### config.mk
export PLATFORM = sky130hd
export DESIGN_NAME = pisoshift
export DESIGN_NICKNAME = d
export VERILOG_FILES = /design/src/rtl/pisoshift.sv
export SDC_FILE = /design/constraint.sdc
export NUM_CORES = 1
export LEC_CHECK = 0
export BUFFER_PORTS_ARGS = -buffer_cell sky130_fd_sc_hd__buf_2
export CAP_MARGIN = 25
export CORE_AREA = 2 2 39 41
export DETAILED_ROUTE_END_ITERATION = 12
export DIE_AREA = 0 0 41 43
export GPL_ROUTABILITY_DRIVEN = 0
export PLACE_DENSITY = 0.76
export SLEW_MARGIN = 20
export SYNTH_ARGS = -nofsm -noshare
export SYNTH_HDL_FRONTEND = slang
export SYNTH_SLANG_ARGS = --single-unit
### constraint.sdc
create_clock -name clk -period 1.2 [get_ports clk]
set_input_delay 0 -clock clk [delete_from_list [all_inputs] [get_ports clk]]
set_output_delay 0 -clock clk [all_outputs]
set_load 0.005 [all_outputs]
### src/rtl/pisoshift.sv
module pisoshift #(
  parameter int WIDTH       = 8,
  parameter int SYNC_STAGES = 2
) (
  input  logic             clk,
  input  logic             clr_n,
  input  logic             ce_n,
  input  logic             load_n,
  input  logic             ser_in,
  input  logic [WIDTH-1:0] par_in,
  output logic             ser_out,
  output logic [WIDTH-1:0] state_out
);

  logic [SYNC_STAGES-1:0] rel_q;
  logic                   run;
  logic [WIDTH-1:0]       q;

  always_ff @(posedge clk or negedge clr_n)
    if (!clr_n) rel_q <= '0;
    else        rel_q <= {rel_q[SYNC_STAGES-2:0], 1'b1};

  assign run = rel_q[SYNC_STAGES-1];

  always_ff @(posedge clk or negedge clr_n)
    if (!clr_n)             q <= '0;
    else if (run && !ce_n)  q <= load_n ? {q[WIDTH-2:0], ser_in} : par_in;

  assign state_out = q;
  assign ser_out   = q[WIDTH-1];


  start_quiet_chk: assert property (@(posedge clk) disable iff (!clr_n)
    !run |=> state_out == '0);


  hold_chk: assert property (@(posedge clk) disable iff (!clr_n)
    (run && ce_n) |=> $stable(state_out));


  load_chk: assert property (@(posedge clk) disable iff (!clr_n)
    (run && !ce_n && !load_n) |=> state_out == $past(par_in));


  shift_chk: assert property (@(posedge clk) disable iff (!clr_n)
    (run && !ce_n && load_n) |=> state_out == {$past(state_out[WIDTH-2:0]), $past(ser_in)});


  top_bit_chk: assert property (@(posedge clk) disable iff (!clr_n)
    ser_out == state_out[WIDTH-1]);

endmodule

==> results.cfg <==
[placed_design]
io_buffers = 21
dp_slack_ns = -0.332
placedCellCount = 65
hpwl_microns = 583

[run_status]
status = completed

[synthesis]
synth.area.top_cells = dfrtp_1 48%, mux2_4 46%, buf_6 2.1%
ys_seq_area_share_pct = 47.7
synth_top_area_share_pct = 47.7
yosys.area.top_type = dfrtp_1
synth_cell_types = 7
syn_inst = 31
async_reset_ff_share_pct = 100
synth_flop_cell = dfrtp_1
avgSynthCellArea_sq_um = 16.9
synth_common_cells = 16 x mux2_4, 10 x dfrtp_1
synthesis.nets = 44
syn_area_sq_um = 524
synth-edff-count = 0
yosys_warnings = 0
synth.most_common_cell = mux2_4
yosys_register_bits = 10

[clock_network]
clock_sinks = 10
numCtsBuffers = 3
path_clk_slew_ns = 0.07
cts_max_path_buffers = 2
postCtsSetupBuffers = 0
cts.htree.levels = 1
cts_tree = done
cts_root_buffer = clkbuf_4
insertion_delay_ns = 0.26

[finish]
nNetsFinal = 68
final_layout_size_suffix_gt1_share_pct = 77.8
synthToLayoutAreaGrowth_pct = 29.6
n_antenna_cell = 0
final_util_pct = 49.1
num-fill-cells = 134
stdcell_count = 70

[die]
core_sq_um = 1380
die_w_microns = 41
ios = 22
die_area_sq_um = 1760
die_h_microns = 43
num_rows = 14
initial_core_util_pct = 37.9

[detailed_routing]
ant_nets = 0
vias = 308
wire_per_inst_microns = 11.3
wl_microns = 791
drc = 0
via_per_inst = 4.40
drt_iter0_drc = 1
drt_pass1_iterations = 2

[timing]
hold_viol = 0
rsz0062_at_grt = false
period_minus_slack_ns = 1.10
period_share_pct = 92.0
setup_violations = 0
final-max-slew-violation-count = 0
postLayoutSetupSlackWorst_ns = 0.0962
max_freq_ghz = 0.906
fin_skew_ns = 0.00140
setup_tns_ns = 0
fin_hold_ws_ns = 0.0883

[worst_setup_path]
end_kind = register
worst_setup_path_start_kind = register
cp.required_ns = 1.35
crit_fanout = 8
worstPathArrival_ns = 1.25
worst_path_max_delay_cell = dfrtp_1
crit_path_max_incr_delay_ns = 0.33
path_cells = nor2b_4 > mux2_4
path_class = reg2reg

[global_route]
grt_remaining_overflow = 0
grtUsageTotal_pct = 11.0
grt_pass1_vias = 313
grt_pass1_wl_mm = 1.24
grt_max_degree = 11
antenna_found_initial = 0

[run]
maxCapViolCount = 0

[power_and_ir_drop]
vdd_ir_drop_max_uv = 567
p_leak_nw = 0.362
powerDensity_nw_per_um2 = 1580

[hold_path]
min_path_type = in2reg
## kinds of logic (layout without fill, tap and decap cells)
family / after synthesis / in the layout / synth area share (%)
buf+inv: 3 / 26 / 4.53
other cells: 1 / 1 / 0.715
simple gates: 1 / 1 / 1.19
mux: 16 / 16 / 45.8
flops: 10 / 10 / 47.7
## worst paths after layout
check / startpoint / end / slack (ns) / cells after the start
min reg2reg: rel_q[0] / rel_q[1] / 0.36 / 0
min: par_in[2] / state_out[2] / 0.09 / 3
min in group asynchronous: clr_n / state_out[6] / 0.12 / 2
max reg2reg: rel_q[1] / state_out[1] / 0.1 / 2
max in group asynchronous: clr_n / state_out[0] / 0.89 / 2
max: rel_q[1] / state_out[1] / 0.1 / 2
## layer usage
metal | vias up | track usage, % | share of wire, %
li1 | 151 | - | -
met1 | 139 | 12.9 | 45
met2 | 18 | 16.3 | 46
met3 | 0 | 4.71 | 9.1
met4 | 0 | 6.00 | 0
met5 | - | 0 | 0
## where the power goes
part           leakage, nW  internal, mW  switching, mW  total [mW]
combinational        0.224         0.223         0.0867       0.310
sequential           0.118         0.410         0.0554       0.466
clock               0.0210         0.184          0.114       0.298
total                0.362         0.817          0.256        1.07
## worst max-delay path: cells and delay by family (launching register included)
| family | cells | cell delay, ns |
|---|---|---|
| multiplexers | 1 | 0.33 |
| AND/OR/NAND/NOR | 1 | 0.33 |
| flip-flops | 1 | 0.33 |
## timing repair
action	in CTS	in global routing
hold buffers	1	0
resized for setup	2	0
setup endpoints to repair	8	0
endpoints found under the hold margin	10	0
## layout make-up
| type | count | area (sq um) | area share (%) |
|---|---|---|---|
| well taps | 16 | 20.0 | 2.95 |
| clock buffers | 4 | 36.3 | 5.34 |
| flip-flops and latches | 10 | 250 | 36.8 |
| multi-input cells | 18 | 258 | 37.9 |
| repair buffers | 22 | 115 | 16.9 |
## stage by stage
| step | power, mW | cell area, sq um |
|---|---|---|
| detailed placement | 0.780 | 626 |
| finish | 1.07 | 679 |
| global route | 1.15 | 679 |
| floorplan | 0.677 | 524 |
| CTS | 1.09 | 679 |
| global placement | 0.773 | 626 |
## sequential cells by signal, indices dropped and copies added, names as in the netlist
register   flops
rel_q          2
state_out      8
## placed cells by master, fill, tap and decap left out
cell	count
buf_2	21
nor2b_4	1
dlygate4sd3_1	1
clkbuf_8	1
mux2_4	16
conb_1	1
clkbuf_4	3
dfrtp_1	10
No activity file was read; power rests on OpenSTA's default activity.
